**src/rtl/acl_pkg.sv**
```systemverilog
package acl_pkg;
  localparam int TAG_W   = 16;
  localparam int SLOT_W  = 20;
  localparam int NSLOT   = 12;
  localparam int FRAME_W = TAG_W + SLOT_W * NSLOT;
  localparam int CNT_W   = $clog2(FRAME_W);

  // true while the bit position lies in the tag slot (marker high)
  function automatic logic in_tag(input logic [CNT_W:0] pos);
    return pos < (CNT_W+1)'(TAG_W);
  endfunction

  // wire bit k of a frame maps to vector bit FRAME_W-1-k
  function automatic int wire_to_vec(input int k);
    return FRAME_W - 1 - k;
  endfunction
endpackage

```
**src/rtl/acl_strap.sv**
```systemverilog
module acl_strap (
  input  logic       clk,
  input  logic       rst_n,
  input  logic       sync_pad_i,
  input  logic       sdout_pad_i,
  output logic       in_reset_o,
  output logic [1:0] strap_o
);
  always_ff @(posedge clk or negedge rst_n) begin
    if (!rst_n) in_reset_o <= 1'b1;
    else        in_reset_o <= 1'b0;
  end

  always_ff @(posedge clk or negedge rst_n) begin
    if (!rst_n)          strap_o <= 2'b00;
    else if (in_reset_o) strap_o <= {sdout_pad_i, sync_pad_i};
  end

  // straps never move once the capture edge has passed
  assert_strap_hold_R2: assert property (@(posedge clk) disable iff (!rst_n)
    !in_reset_o |=> $stable(strap_o));
endmodule

```
**src/rtl/acl_tx.sv**
```systemverilog
module acl_tx #(
  parameter int W = acl_pkg::FRAME_W
) (
  input  logic         clk,
  input  logic         rst_n,
  input  logic         load_i,
  input  logic         shift_i,
  input  logic [W-1:0] frame_i,
  output logic         sd_o
);
  logic [W-1:0] sh;

  always_ff @(posedge clk or negedge rst_n) begin
    if (!rst_n)       sh <= '0;
    else if (load_i)  sh <= frame_i;
    else if (shift_i) sh <= {sh[W-2:0], 1'b0};
  end

  assign sd_o = sh[W-1];
endmodule

```
**src/rtl/acl_rx.sv**
```systemverilog
module acl_rx #(
  parameter int W = acl_pkg::FRAME_W
) (
  input  logic         clk,
  input  logic         rst_n,
  input  logic         en_i,
  input  logic         sdin_i,
  input  logic         done_i,
  output logic [W-1:0] frame_o
);
  logic         smp;
  logic [W-1:0] sh;

  // falling-edge sample of the codec line
  always_ff @(negedge clk or negedge rst_n) begin
    if (!rst_n) smp <= 1'b0;
    else        smp <= sdin_i;
  end

  always_ff @(posedge clk or negedge rst_n) begin
    if (!rst_n) sh <= '0;
    else        sh <= {sh[W-2:0], smp};
  end

  always_ff @(posedge clk or negedge rst_n) begin
    if (!rst_n)      frame_o <= '0;
    else if (done_i) frame_o <= en_i ? {sh[W-2:0], smp} : '0;
  end
endmodule

```
**src/rtl/acl_ctrl.sv**
```systemverilog
module acl_ctrl
  import acl_pkg::*;
#(
  parameter int FW = FRAME_W
) (
  input  logic          bclk,
  input  logic          rst_n,
  input  logic          sync_pad_i,
  input  logic          sdout_pad_i,
  input  logic          sdin_pri_i,
  input  logic          sdin_sec_i,
  input  logic          sec_en_i,
  input  logic [FW-1:0] tx_frame_i,
  output logic          sync_o,
  output logic          sdout_o,
  output logic          pins_oe_o,
  output logic          pull_en_o,
  output logic [1:0]    strap_o,
  output logic [FW-1:0] rx_pri_o,
  output logic [FW-1:0] rx_sec_o,
  output logic          codec_ready_o,
  output logic          frame_done_o
);
  localparam int CW = $clog2(FW);
  localparam logic [CW-1:0] LAST = CW'(FW - 1);

  logic          in_reset;
  logic          run;
  logic [CW-1:0] cnt;
  logic          sync_q;
  logic          tx_load;
  logic          boundary;
  logic          start;

  // named internal events
  assign start    = !in_reset && !run;
  assign boundary = run && (cnt == LAST);
  assign tx_load  = start || boundary;

  acl_strap u_strap (
    .clk(bclk), .rst_n(rst_n), .sync_pad_i(sync_pad_i),
    .sdout_pad_i(sdout_pad_i), .in_reset_o(in_reset), .strap_o(strap_o)
  );

  always_ff @(posedge bclk or negedge rst_n) begin
    if (!rst_n) begin
      run <= 1'b0;
      cnt <= '0;
    end else if (start) begin
      run <= 1'b1;
      cnt <= '0;
    end else if (run) begin
      cnt <= boundary ? '0 : cnt + 1'b1;
    end
  end

  always_ff @(posedge bclk or negedge rst_n) begin
    if (!rst_n)       sync_q <= 1'b0;
    else if (tx_load) sync_q <= 1'b1;
    else              sync_q <= run && in_tag({1'b0, cnt} + 1'b1);
  end

  always_ff @(posedge bclk or negedge rst_n) begin
    if (!rst_n) frame_done_o <= 1'b0;
    else        frame_done_o <= boundary;
  end

  acl_tx #(.W(FW)) u_tx (
    .clk(bclk), .rst_n(rst_n), .load_i(tx_load), .shift_i(run),
    .frame_i(tx_frame_i), .sd_o(sdout_o)
  );

  acl_rx #(.W(FW)) u_rx_pri (
    .clk(bclk), .rst_n(rst_n), .en_i(1'b1), .sdin_i(sdin_pri_i),
    .done_i(boundary), .frame_o(rx_pri_o)
  );

  acl_rx #(.W(FW)) u_rx_sec (
    .clk(bclk), .rst_n(rst_n), .en_i(sec_en_i), .sdin_i(sdin_sec_i),
    .done_i(boundary), .frame_o(rx_sec_o)
  );

  assign sync_o        = sync_q;
  assign pins_oe_o     = !in_reset;
  assign pull_en_o     = in_reset;
  assign codec_ready_o = rx_pri_o[FW-1] | rx_sec_o[FW-1];

  assert_done_in_tag_R7: assert property (@(posedge bclk) disable iff (!rst_n)
    frame_done_o |-> sync_o);
  assert_done_single_R7: assert property (@(posedge bclk) disable iff (!rst_n)
    frame_done_o |=> !frame_done_o);
  assert_sync_with_load_R5: assert property (@(posedge bclk) disable iff (!rst_n)
    $rose(sync_o) |-> $past(tx_load));
  assert_ready_at_boundary_R9: assert property (@(posedge bclk) disable iff (!rst_n)
    $changed(codec_ready_o) |-> frame_done_o);
  assert_quiet_before_frame_R3: assert property (@(posedge bclk) disable iff (!rst_n)
    !run |-> !sync_o && !sdout_o);
endmodule

```
**config.mk**
```make
export PLATFORM = sky130hd
export DESIGN_NAME = acl_ctrl
export DESIGN_NICKNAME = d
export VERILOG_FILES = /design/src/rtl/acl_pkg.sv /design/src/rtl/acl_strap.sv /design/src/rtl/acl_tx.sv /design/src/rtl/acl_rx.sv /design/src/rtl/acl_ctrl.sv
export SDC_FILE = /design/constraint.sdc
export NUM_CORES = 2
export LEC_CHECK = 0
export ABC_AREA = 1
export BUFFER_PORTS_ARGS = -buffer_cell sky130_fd_sc_hd__clkbuf_2
export CAP_MARGIN = 25
export CORE_UTILIZATION = 50
export CTS_CLUSTER_DIAMETER = 150
export DETAILED_ROUTE_END_ITERATION = 16
export GPL_TIMING_DRIVEN = 0
export PLACE_DENSITY = 0.8
export SYNTH_ARGS = -nofsm -noshare
export SYNTH_HDL_FRONTEND = slang
export SYNTH_HIERARCHICAL = 1
export SYNTH_SLANG_ARGS = --single-unit
```
**constraint.sdc**
```tcl
create_clock -name bclk -period 4.43 [get_ports bclk]
set_input_delay 0.886 -clock bclk [delete_from_list [all_inputs] [get_ports bclk]]
set_output_delay 0.886 -clock bclk [all_outputs]
set_load 0.005 [all_outputs]
```
==> impl_metrics.env <==
export IMPL_status="complete, no violations"
export IMPL_clk_pin_slew_ns=0.06
export IMPL_die_height_um=304
export IMPL_synth_compound_area_frac=0.00116
export IMPL_cts_tree="built"
export IMPL_total_power_mw=24.8
export IMPL_drv_slew=0
export IMPL_p_leak_nw=27.8
export IMPL_num_fill_cells=6809
export IMPL_cap_violations=0
export IMPL_syn_avg_cell_area_um2=10.8
export IMPL_synthTopCellsByArea="dfrtp_1 71%, nand2_1 13%, nand3_1 11%"
export IMPL_cts_made_buffers=132
export IMPL_slowest_stage="buf_16"
export IMPL_cts_htree_levels=4
export IMPL_drt_iter0_markers=3550
export IMPL_final_nets=5410
export IMPL_synthSimpleGateAreaFrac=0.244
export IMPL_cts_path_max_buffers=3
export IMPL_critPathTopFamily="buffers and inverters"
export IMPL_rsz0062_at_grt="no"
export IMPL_synth_top_family_by_area="simple AND/OR/NAND/NOR gates"
export IMPL_ys_seq_area_frac=0.712
export IMPL_worst_r2r_path_depth=2
export IMPL_cts_sinks=1294
export IMPL_hold_viol=0
export IMPL_rows=110
export IMPL_final_common_cell="nand2_1"
export IMPL_yosys_warnings=6
export IMPL_final_util=0.619
export IMPL_ios=783
export IMPL_grt_pass1_vias=34500
export IMPL_core_mm2=0.0900
export IMPL_viasPerCell=5.34
export IMPL_synth_xor_area_frac=0.000193
export IMPL_synth_cells=4213
export IMPL_tightest_slew_ns=0.712
export IMPL_dieArea_mm2=0.0922
export IMPL_root_buffer="clkbuf_16"
export IMPL_end_kind="async pin"
export IMPL_drive_gt1_frac=0.243
export IMPL_dpl_hpwl_um=88600
export IMPL_area_delta_synth_final_pct=22.6
export IMPL_die_w_um=304
export IMPL_synthMuxAreaShare=0
export IMPL_required_ns=3.14
export IMPL_rr_startpoint="u_rx_pri/smp"
export IMPL_ant_nets=0
export IMPL_slew_limit_headroom=0.523
export IMPL_path_max_fanout=118
export IMPL_crit_buf_inv=5
export IMPL_timing_rr_end="u_rx_pri/frame_o[0]"
export IMPL_hold_path_class="input port to async pin"
export IMPL_start_util=0.505
export IMPL_fin_skew_ns=0.0634
export IMPL_antenna_found_initial=27
export IMPL_peakVddDrop_mv=0.345
export IMPL_finalNonFillerCells=6450
export IMPL_yosys_area_top_type="dfrtp_1"
export IMPL_p_per_area_mw_per_mm2=445
export IMPL_grt_max_degree=121
export IMPL_startpoint_type="input port"
export IMPL_clock_latency_ns=0.74
export IMPL_ctsResizeCount=0
export IMPL_routabilityCongestion=0.916
export IMPL_grt_overflow_total=0
export IMPL_synthAdderAreaFrac=0.000275
export IMPL_drc=0
export IMPL_cts_post_setup_buffers_inserted=0
export IMPL_cpPeakStageDelay_ns=0.40
export IMPL_vias=34500
export IMPL_worstPathArrival_ns=2.68
export IMPL_path_cells="clkbuf_8 > buf_16 > buf_16 > buf_16 > buf_16"
export IMPL_placedCellCount=6185
export IMPL_crit_top_cell="buf_16"
export IMPL_grt_pass1_wl_um=197000
export IMPL_rrSetupSlack_ns=1.63
export IMPL_syn_area_mm2=0.0455
export IMPL_routed_wirelength_um=128000
export IMPL_ys_ff_latch=1294
export IMPL_criticalPathCategory="input port to async pin"
export IMPL_grt_use_total=0.276
export IMPL_route_detailed_wl_per_inst_um=19.9
export IMPL_port_buffers=781
export IMPL_final_cell_mix="1562 x nand2_1, 1291 x dfrtp_1, 1031 x nand3_1, 780 x clkbuf_2, 151 x buf_2"
export IMPL_synth_cell_type_count=28
export IMPL_dr_pass1_iters=6
export IMPL_setup_viol=0
export IMPL_synth_top_area_share=0.710
state kept, by name (all words and copies together), names as in the netlist:
signal              cells
u_strap/in_reset_o      1
sync_o                  1
u_rx_sec/frame_o      256
u_tx/sh               256
u_strap/strap_o         2
u_rx_pri/frame_o      256
u_rx_sec/smp            1
u_rx_pri/smp            1
cnt                     8
run                     1
frame_done_o            1
u_rx_pri/sh           255
u_rx_sec/sh           255
timing repair:
action | CTS | global route
gates cloned | 1 | 1
hold endpoints to repair | 16 | 0
hold buffers | 1 | 0
setup endpoints to repair | 1 | 1
synth_stat cells:
| library cell | n |
|---|---|
| nand3_1 | 1031 |
| a22o_1 | 1 |
| nor2_2 | 1 |
| clkbuf_1 | 14 |
| dfstp_2 | 1 |
| conb_1 | 2 |
| xnor2_1 | 1 |
| buf_6 | 47 |
| a21oi_1 | 1 |
| nand4_1 | 1 |
| nand2_2 | 2 |
| dfrtp_1 | 1291 |
| buf_1 | 3 |
| nand3b_1 | 1 |
| or2_2 | 1 |
| buf_4 | 68 |
| o22ai_1 | 1 |
| inv_1 | 10 |
| inv_2 | 2 |
| o21ai_0 | 5 |
| ha_1 | 1 |
| nand2_1 | 1562 |
| o21bai_1 | 1 |
| nor2_4 | 1 |
| buf_2 | 151 |
| inv_4 | 2 |
| nor2_1 | 9 |
| dfrtn_1 | 2 |
power by group:
part,internal [mW],switching [mW]
logic,0.425,0.645
clock network,6.56,4.62
registers,12.3,0.292
layout make-up:
| type | instances | area (µm²) | area share |
|---|---|---|---|
| Antenna cell | 26 | 65.1 | 0.00117 |
| Buffer | 283 | 1860 | 0.0333 |
| Clock buffer | 208 | 4110 | 0.0736 |
| Clock inverter | 28 | 299 | 0.00536 |
| Inverter | 14 | 57.6 | 0.00103 |
| Multi-Input combinational cell | 2625 | 11200 | 0.201 |
| Sequential cell | 1294 | 32400 | 0.581 |
| Tap cell | 1176 | 1470 | 0.0264 |
| Timing Repair Buffer | 796 | 4320 | 0.0774 |
worst reg2reg max path, stage by stage, from the launching register on:
cell	delay [ns]
dfrtn_1	0.41
nand3_1	0.10
nand2_1	0.08
through the flow:
stage	instance area [µm²]	TNS (ns)	setup WS [ns]	hold WS [ns]
floorplan	45500	0	1.18	0.353
global placement	50900	-	-29.32	0.357
detailed placement	51200	-0.876	-0.876	0.359
finish	55800	0	0.456	0.220
CTS	55700	0	0.158	0.241
global route	55700	0	0.211	0.255
per-layer routing:
layer | global-route usage | up-vias | wire length, µm
met5 | 0 | - | 41
met4 | 0.180 | 6 | 8220
met3 | 0.0780 | 386 | 10000
met2 | 0.418 | 1407 | 59600
met1 | 0.351 | 17100 | 50500
li1 | - | 15600 | -
worst max-delay path by stage:
stage                     from            to  slack, ns  cells after the start
floorplan           sdin_pri_i  u_rx_pri/smp       1.18                      0
CTS                      rst_n  u_rx_pri/smp       0.16                      5
global route             rst_n  u_rx_pri/smp       0.21                      5
global placement         rst_n  u_rx_pri/smp     -29.32                      1
detailed placement       rst_n  u_rx_pri/smp      -0.88                      5
finish                   rst_n  u_rx_pri/smp       0.46                      5
cells by family (layout without fill, tap and decap cells):
family | after synthesis | after routing
buf+inv | 297 | 1329
fa+ha+maj | 1 | 1
simple gates | 2609 | 2609
xor+xnor | 1 | 1
other cells | 2 | 31
flops | 1294 | 1294
compound gates | 9 | 9
No activity file was read; power rests on OpenSTA's default activity.
